$ cat src/rtl/evdiv_pkg.sv
package evdiv_pkg;

    localparam int unsigned REG_AW = 2;

    typedef enum logic [REG_AW-1:0] {
        RA_MODE = 2'd0,
        RA_PRE  = 2'd1,
        RA_TMR  = 2'd2,
        RA_IRQ  = 2'd3
    } reg_addr_e;

    localparam logic [1:0] MODE_EVENT = 2'b10;
    localparam int unsigned MODE_W = 4;

    // packed so that sel sits in [1:0], pol in [2], run in [3]
    typedef struct packed {
        logic       run;
        logic       pol;
        logic [1:0] sel;
    } mode_t;

    function automatic logic mode_counts(mode_t m);
        return m.run && (m.sel == MODE_EVENT);
    endfunction

endpackage

$ cat src/rtl/evdiv_edge.sv
module evdiv_edge #(
    parameter int unsigned SYNC_STAGES = 2
) (
    input  logic clk,
    input  logic rst,
    input  logic sig_in,
    input  logic fall_sel,
    output logic edge_hit
);
    logic [SYNC_STAGES-1:0] sync_q;
    logic                   prev_q;
    logic                   level;

    assign level = sync_q[SYNC_STAGES-1];

    always_ff @(posedge clk) begin
        if (rst) begin
            sync_q <= '0;
            prev_q <= 1'b0;
        end else begin
            sync_q <= {sync_q[SYNC_STAGES-2:0], sig_in};
            prev_q <= level;
        end
    end

    // level compare of two settled samples: a polarity change alone never makes an edge
    always_comb begin
        if (fall_sel) edge_hit = prev_q & ~level;
        else          edge_hit = ~prev_q & level;
    end

endmodule

$ cat src/rtl/evdiv_stage.sv
module evdiv_stage #(
    parameter int unsigned W = 8
) (
    input  logic         clk,
    input  logic         rst,
    input  logic         load,
    input  logic [W-1:0] load_val,
    input  logic         step,
    output logic [W-1:0] count,
    output logic         wrap
);
    logic [W-1:0] reload_q;
    logic         at_zero;

    assign at_zero = (count == '0);
    assign wrap    = step && !load && at_zero;

    always_ff @(posedge clk) begin
        if (rst) begin
            count    <= '0;
            reload_q <= '0;
        end else if (load) begin
            count    <= load_val;
            reload_q <= load_val;
        end else if (step) begin
            count <= at_zero ? reload_q : count - 1'b1;
        end
    end

endmodule

$ cat src/rtl/evdiv_regs.sv
module evdiv_regs
    import evdiv_pkg::*;
#(
    parameter int unsigned DW = 8
) (
    input  logic              clk,
    input  logic              rst,
    input  logic              we,
    input  logic [REG_AW-1:0] addr,
    input  logic [MODE_W-1:0] wlow,
    input  logic [DW-1:0]     pre_count,
    input  logic [DW-1:0]     tmr_count,
    input  logic              tmr_wrap,
    output mode_t             mode,
    output logic [DW-1:0]     rdata,
    output logic              irq_pulse,
    output logic              irq_flag
);
    localparam int unsigned PAD_W = DW - MODE_W;

    reg_addr_e ra;
    assign ra = reg_addr_e'(addr);

    always_ff @(posedge clk) begin
        if (rst) begin
            mode      <= '0;
            irq_pulse <= 1'b0;
            irq_flag  <= 1'b0;
        end else begin
            if (we && ra == RA_MODE) mode <= mode_t'(wlow);
            irq_pulse <= tmr_wrap;
            if (tmr_wrap)
                irq_flag <= 1'b1;
            else if (we && ra == RA_IRQ && !wlow[0])
                irq_flag <= 1'b0;
        end
    end

    always_comb begin
        unique case (ra)
            RA_MODE: rdata = {{PAD_W{1'b0}}, mode};
            RA_PRE:  rdata = pre_count;
            RA_TMR:  rdata = tmr_count;
            RA_IRQ:  rdata = {{(DW-1){1'b0}}, irq_flag};
            default: rdata = '0;
        endcase
    end

endmodule

$ cat src/rtl/evdiv_top.sv
module evdiv_top
    import evdiv_pkg::*;
#(
    parameter int unsigned DATA_W      = 8,
    parameter int unsigned SYNC_STAGES = 2
) (
    input  logic              clk,
    input  logic              rst,
    input  logic              bus_we,
    input  logic [REG_AW-1:0] bus_addr,
    input  logic [DATA_W-1:0] bus_wdata,
    output logic [DATA_W-1:0] bus_rdata,
    input  logic              cnt_in,
    output logic              irq_pulse,
    output logic              irq_flag
);
    localparam int unsigned NSTAGE = 2;

    mode_t                         mode;
    logic                          counting;
    logic                          edge_hit;
    logic [NSTAGE-1:0]             st_load;
    logic [NSTAGE-1:0]             st_step;
    logic [NSTAGE-1:0]             st_wrap;
    logic [NSTAGE-1:0][DATA_W-1:0] st_count;
    logic [DATA_W-1:0]             pre_count;
    logic [DATA_W-1:0]             tmr_count;

    assign counting   = mode_counts(mode);
    assign st_load[0] = bus_we && (reg_addr_e'(bus_addr) == RA_PRE);
    assign st_load[1] = bus_we && (reg_addr_e'(bus_addr) == RA_TMR);
    assign st_step[0] = edge_hit && counting;
    assign pre_count  = st_count[0];
    assign tmr_count  = st_count[1];

    evdiv_edge #(.SYNC_STAGES(SYNC_STAGES)) u_edge (
        .clk      (clk),
        .rst      (rst),
        .sig_in   (cnt_in),
        .fall_sel (mode.pol),
        .edge_hit (edge_hit)
    );

    for (genvar i = 0; i < NSTAGE; i++) begin : g_stage
        if (i > 0) begin : g_chain
            assign st_step[i] = st_wrap[i-1];
        end
        evdiv_stage #(.W(DATA_W)) u_stage (
            .clk      (clk),
            .rst      (rst),
            .load     (st_load[i]),
            .load_val (bus_wdata),
            .step     (st_step[i]),
            .count    (st_count[i]),
            .wrap     (st_wrap[i])
        );
    end

    evdiv_regs #(.DW(DATA_W)) u_regs (
        .clk       (clk),
        .rst       (rst),
        .we        (bus_we),
        .addr      (bus_addr),
        .wlow      (bus_wdata[MODE_W-1:0]),
        .pre_count (pre_count),
        .tmr_count (tmr_count),
        .tmr_wrap  (st_wrap[NSTAGE-1]),
        .mode      (mode),
        .rdata     (bus_rdata),
        .irq_pulse (irq_pulse),
        .irq_flag  (irq_flag)
    );

endmodule

$ cat config.mk
export PLATFORM = sky130hd
export DESIGN_NAME = evdiv_top
export DESIGN_NICKNAME = d
export VERILOG_FILES = /design/src/rtl/evdiv_pkg.sv /design/src/rtl/evdiv_edge.sv /design/src/rtl/evdiv_stage.sv /design/src/rtl/evdiv_regs.sv /design/src/rtl/evdiv_top.sv
export SDC_FILE = /design/constraint.sdc
export NUM_CORES = 1
export LEC_CHECK = 0
export BUFFER_PORTS_ARGS = -buffer_cell sky130_fd_sc_hd__buf_4
export CORE_UTILIZATION = 45
export CTS_BUF_LIST = sky130_fd_sc_hd__clkbuf_8
export DETAILED_ROUTE_END_ITERATION = 10
export PLACE_DENSITY = 0.7
export SYNTH_ARGS = -nofsm -noshare
export SYNTH_HDL_FRONTEND = slang
export SYNTH_SLANG_ARGS = --single-unit
$ cat constraint.sdc
create_clock -name clk -period 4.47 [get_ports clk]
set_input_delay 0.894 -clock clk [delete_from_list [all_inputs] [get_ports clk]]
set_output_delay 0.894 -clock clk [all_outputs]
set_load 0.02 [all_outputs]
==> results of run 1 <==
metrics by stage:
| stage | hold WS [ps] | cell area, sq um | utilization | instances | setup WS (ps) |
|---|---|---|---|---|---|
| floorplan | 413.8 | 2276 | - | 277 | 1925 |
| global placement | 419.7 | 2432 | 0.5082 | 350 | 1853 |
| detailed placement | 428.4 | 2432 | 0.5082 | 350 | 1850 |
| CTS | 453.2 | 2566 | 0.5362 | 358 | 1850 |
| global route | 487.0 | 2566 | 0.5362 | 358 | 1790 |
| finish | 448.8 | 2566 | 0.5362 | 358 | 1850 |
synthesized netlist by cell type, drive strengths merged:
cell,n,area share
nand2,50,0.084
dfxtp,41,0.36
a21oi,29,0.064
nor2,23,0.041
buf,11,0.034
o21ai,11,0.026
nor3,8,0.023
mux2i,7,0.031
a22o,6,0.023
clkbuf,6,0.0099
inv,6,0.0099
nor2b,6,0.020
a31oi,5,0.014
nand2b,5,0.014
nor4,5,0.014
o211ai,5,0.016
and2,4,0.012
ha,4,0.022
nor3b,4,0.018
o221ai,4,0.015
a211oi,3,0.012
a311oi,3,0.012
nand4,3,0.0082
o2111ai,3,0.014
or3,3,0.0082
a2bb2oi,2,0.0077
and4,2,0.0082
o31ai,2,0.0066
xnor2,2,0.0077
a211o,1,0.0038
a41o,1,0.0044
and3b,1,0.0038
mux2,1,0.0049
mux4,1,0.0099
nand3,1,0.0022
nand3b,1,0.0033
nand4b,1,0.0038
o2111a,1,0.0049
o21a,1,0.0033
o21bai,1,0.0033
o41ai,1,0.0071
or3b,1,0.0049
or4,1,0.0049
cell type report:
| cell class | instances | area (sq um) |
|---|---|---|
| inverters | 6 | 22.52 |
| multi-input cells | 213 | 1333 |
| flip-flops and latches | 41 | 820.8 |
| clock buffers | 5 | 68.82 |
| repair buffers | 23 | 172.7 |
| fillers | 473 | 2220 |
| clock inverters | 3 | 65.06 |
| well taps | 67 | 83.83 |
flip-flops by register name (all words and copies together) (netlist names):
signal,flops
g_stage.u_stage.count,16
g_stage.u_stage.reload_q,16
u_edge.prev_q,1
u_edge.sync_q,2
u_regs.irq_flag,1
u_regs.irq_pulse,1
u_regs.mode,4
power by group:
| group | internal [mW] | switching [mW] |
|---|---|---|
| logic | 0.0551 | 0.0822 |
| registers | 0.378 | 0.0162 |
| clock network | 0.222 | 0.127 |
cell families after synthesis:
kind of cell    share of synthesized area
compound gates                     0.2375
xor+xnor                         0.007698
fa+ha+maj                         0.02199
buf+inv                           0.05387
flops                              0.3606
mux                               0.04563
simple gates                       0.2727
worst register-to-register path: cells and delay by family (launching register included):
family / cells / cell delay [ps]
simple gates: 3 / 1030
compound gates: 2 / 430
flops: 1 / 370
fa+ha+maj: 1 / 220
buf+inv: 1 / 140
worst max-delay path by stage:
stage | startpoint | to | slack, ps | cells after the start
after floorplan | bus_addr[1] | bus_rdata[2] | 1920 | 3
after global placement | bus_addr[1] | bus_rdata[0] | 1850 | 3
after detailed placement | bus_addr[1] | bus_rdata[0] | 1850 | 3
after CTS | bus_addr[1] | bus_rdata[0] | 1850 | 3
after global routing | bus_addr[1] | bus_rdata[6] | 1790 | 4
final | bus_addr[1] | bus_rdata[0] | 1850 | 3
per-layer routing:
layer	wire length (um)	vias to the layer above	global-route usage
met5	0	-	0
met4	137	0	0.09804
met3	473	12	0.05110
met2	2592	75	0.3601
met1	2582	977	0.3333
li1	-	1030	-
==> flow_metrics.py, run 1 <==
metrics = {
    "setup_path": {
        "crit_path_end_kind": "primary output",
        "r2r_slack_ps": 2210,
        "cp_top_family": "multiplexers",
        "cp.arrival_ps": 1730,
        "worstPathRequired_ps": 3580,
        "reg2regPathDepth": 7,
        "r2r_end": "g_stage[1].u_stage.count[3]",
        "critPathMaxStageDelay_ps": 500,
        "r2r_start": "g_stage[0].u_stage.count[0]",
        "critPathLaunchType": "primary input",
        "crit_fanout": 9,
        "crit_type": "in -> out",
        "critPathBufInv": 2,
        "path_cells": "buf_4 > mux4_2 > buf_4",
        "cpMostUsedCell": "buf_4",
        "worst_path_max_delay_cell": "mux4_2",
    },
    "global_route": {
        "grt_pass1_wl_um": 9591,
        "grt_overflow": 0,
        "antenna_found_initial": 0,
        "track_usage": 0.2402,
        "grt_pass1_vias": 1871,
        "grt_max_degree": 43,
    },
    "layout": {
        "layout_common_cells": "nand2_1 (49), dfxtp_1 (41), a21oi_1 (29)",
        "final_common_cell": "nand2_1",
        "area_growth_pct": 12.75,
        "insertedDiodeCount": 0,
        "fin_nets": 308,
        "drive_gt1_frac": 0.1581,
    },
    "clock_tree": {
        "post_cts_resized": 0,
        "postCtsHoldBufs": 0,
        "clock-sinks": 41,
        "cts_buffer_depth": 2,
        "cts_buffers": 5,
        "clk_latency_ps": 290,
        "cts.clk_slew.worst_paths_ps": 70,
        "ctsRootBufferMaster": "clkbuf_8",
        "cts_tree": "done",
        "cts_setup_buffers": 0,
        "htreeDepth": 2,
    },
    "sta": {
        "finalSetupViolCount": 0,
        "post-route-period-util": 0.5861,
        "fmax_mhz": 381.7,
        "tns_ps": 0,
        "rsz0062_at_grt": "no",
        "tightest_slew_ps": 780.0,
        "maxSlewHeadroom": 0.4789,
        "slew_viol_final": 0,
        "final.min_clock_period_ps": 2620,
        "finClkSkew_ps": 5.049,
        "hold_viol": 0,
    },
    "worst_hold_path": {
        "holdPathStages": 1,
        "hold_start": "u_edge.sync_q[0]",
        "min_to": "u_edge.sync_q[1]",
        "holdCritPathClass": "reg -> reg",
    },
    "floorplan": {
        "die_y_um": 73.12,
        "die_area_sq_mm": 0.005346,
        "rows": 25,
        "start_util": 0.4756,
        "die_w_um": 73.12,
        "core-area_sq_mm": 0.004786,
        "io_pins": 24,
    },
    "job": {
        "max_cap_viol_count": 0,
    },
    "synth": {
        "synthCells": 277,
        "syn-num-nets": 295,
        "synth.distinct_cells": 56,
        "ys_seq_area_frac": 0.3606,
        "synth_seq_cells": 41,
        "synthesis.area_sq_mm": 0.002276,
        "syn_avg_cell_area_sq_um": 8.216,
        "ys.warnings.count": 0,
    },
    "route": {
        "post-route-drc-count": 0,
        "viasPerCell": 5.849,
        "ant_nets": 0,
        "dr.pass1.iters": 4,
        "routed-via-count": 2094,
        "drtIter0Drc": 197,
        "post_drt_wl_per_cell_um": 16.16,
        "totalWireLength_um": 5785,
    },
    "pwr": {
        "ir_drop_uv": 163.8,
        "p_total_mw": 0.8799,
        "leakage_nw": 0.9411,
        "powerDensity_mw_per_mm2": 342.9,
    },
    "placement": {
        "dpl.hpwl_um": 3998,
        "gp_congestion": 0.8544,
        "port-buffer-count": 23,
    },
    "outcome": {
        "outcome": "completed",
    },
}
Power figures use the tool's default switching activity.
==> run 2, diff against run 1 <==
==> constraint.sdc (replaced) <==
create_clock -name clk -period 2.5 [get_ports clk]
set_input_delay 0.5 -clock clk [delete_from_list [all_inputs] [get_ports clk]]
set_output_delay 0.5 -clock clk [all_outputs]
set_load 0.02 [all_outputs]
==> run 2 against run 1 <==
Sequential power up 79%. Clock skew up 4.6 ps. Critical path depth up 4. Combinational power up 82%. Final cell count up 0.84%. Global-route usage down 0.12 points. Clock power up 30%. Total power up 60%. Sequential cell count unchanged. Hold slack worse by 27 ps. Setup slack worse by 1500 ps. Core utilization down 0.29 points. Largest cell class unchanged.
==> flow_metrics.py, run 2 (synthesis gave the netlist of run 1 again) <==
metrics = {
    "route": {
        "totalWireLength_um": 5930,
        "drtIter0Drc": 191,
        "viasPerCell": 5.986,
        "ant_nets": 0,
        "post-route-drc-count": 0,
        "routed-via-count": 2161,
        "post_drt_wl_per_cell_um": 16.43,
        "dr.pass1.iters": 5,
    },
    "pwr": {
        "ir_drop_uv": 223.3,
        "comb_power_share": 0.178,
        "seq_power_share": 0.500,
        "switching_share": 0.2933,
        "clkPwrFrac": 0.322,
        "powerDensity_mw_per_mm2": 551.8,
        "leakage_nw": 0.9354,
        "p_int_mw": 0.9953,
        "p_sw_mw": 0.4131,
    },
    "setup_path": {
        "crit_type": "reg -> reg",
        "critPathLaunchType": "flop",
        "critPathBufInv": 1,
        "worst_path_max_delay_cell": "nor3_4",
        "worstPathRequired_ps": 2710,
        "crit_path_end_kind": "flop",
        "crit_fanout": 12,
        "path_cells": "inv_1 > ha_1 > nor3b_1 > nand2_1 > nor3_4 > o211ai_1 > a311oi_1",
        "critPathMaxStageDelay_ps": 370,
        "cp.arrival_ps": 2310,
        "cp_top_family": "simple AND/OR/NAND/NOR gates",
    },
    "sta": {
        "finalSetupViolCount": 0,
        "hold_ws_ps": 421.6,
        "finClkSkew_ps": 9.603,
        "fmax_mhz": 474.8,
        "maxSlewHeadroom": 0.6553,
        "post-route-period-util": 0.8424,
        "tns_ps": 0,
        "rsz0062_at_grt": "no",
        "hold_viol": 0,
        "slew_viol_final": 0,
        "final.min_clock_period_ps": 2106,
        "tightest_slew_ps": 515.8,
    },
    "clock_tree": {
        "htreeDepth": 2,
        "clk_latency_ps": 290,
        "cts_buffers": 5,
        "post_cts_resized": 0,
        "clock-sinks": 41,
        "cts.clk_slew.worst_paths_ps": 80,
        "cts_buffer_depth": 2,
        "postCtsHoldBufs": 0,
        "cts_tree": "done",
        "ctsRootBufferMaster": "clkbuf_8",
        "cts_setup_buffers": 0,
    },
    "layout": {
        "layout_common_cells": "nand2_1 (49), dfxtp_1 (41), a21oi_1 (29)",
        "reg_top3": "g_stage.u_stage.count x16, g_stage.u_stage.reload_q x16, u_regs.mode x4",
        "area_growth_pct": 12.15,
        "insertedDiodeCount": 0,
        "fin_nets": 312,
        "drive_gt1_frac": 0.1667,
        "final_common_cell": "nand2_1",
    },
    "job": {
        "max_cap_viol_count": 0,
    },
    "global_route": {
        "grt_max_degree": 43,
        "track_usage": 0.2389,
        "antenna_found_initial": 0,
        "grt_pass1_vias": 1884,
        "grt_pass1_wl_um": 9577,
        "grt_overflow": 0,
    },
    "placement": {
        "dpl.hpwl_um": 4182,
        "port-buffer-count": 23,
        "gp_congestion": 0.9040,
    },
    "floorplan": {
        "core-area_sq_mm": 0.004786,
        "die_y_um": 73.12,
        "start_util": 0.4756,
        "rows": 25,
        "io_pins": 24,
        "die_w_um": 73.12,
        "die_area_sq_mm": 0.005346,
    },
    "worst_hold_path": {
        "holdCritPathClass": "in -> reg",
    },
    "outcome": {
        "outcome": "completed",
    },
}
==> run 2: layout make-up <==
type                    instances  area (sq um)
clock buffers                   6         82.58
clock inverters                 1         7.507
fillers                       472          2233
inverters                       6         22.52
multi-input cells             213          1333
flip-flops and latches         41         820.8
well taps                      67         83.83
repair buffers                 27         202.7
==> run 2: worst paths after layout <==
kind | startpoint | to | slack, ps | cells past startpoint
worst max-delay path | g_stage[0].u_stage.count[0] | g_stage[1].u_stage.count[2] | 390 | 7
worst min-delay path | cnt_in | u_edge.sync_q[0] | 420 | 2
worst max register to register | g_stage[0].u_stage.count[0] | g_stage[1].u_stage.count[2] | 390 | 7
worst min register to register | u_edge.sync_q[0] | u_edge.sync_q[1] | 440 | 1
==> run 2: power by group through the flow <==
stage	sequential (mW)	combinational (mW)	clock [mW]
after floorplan	0.707	0.189	0
after global placement	0.718	0.246	0
after detailed placement	0.718	0.249	0
after CTS	0.703	0.249	0.462
after global routing	0.707	0.274	0.486
final	0.704	0.250	0.454
==> run 2: worst register-to-register path, stage by stage (launching register included) <==
cell      delay, ps
dfxtp_1         350
inv_1           120
ha_1            190
nor3b_1         230
nand2_1         350
nor3_4          370
o211ai_1        140
a311oi_1        260
==> run 2: per-stage QoR <==
step                      cell area (sq um)  utilization  worst slack [ps]  instances  power, mW
after floorplan                        2276            -             649.8        277     0.8963
after global placement                 2462       0.5145             507.0        354     0.9639
after detailed placement               2462       0.5145             438.8        354     0.9670
after CTS                              2552       0.5333             430.3        361      1.414
after global routing                   2552       0.5333             218.8        361      1.467
final                                  2552       0.5333             394.0        361      1.408
==> run 2: per-layer routing <==
metal / track usage / vias up / wire length (um) / part of all wire
met1: 0.3333 / 1007 / 2710 / 0.46
met3: 0.04972 / 9 / 509 / 0.086
met2: 0.3549 / 108 / 2613 / 0.44
met5: 0 / - / 0 / 0
met4: 0.1024 / 0 / 98 / 0.017
li1: - / 1037 / - / -
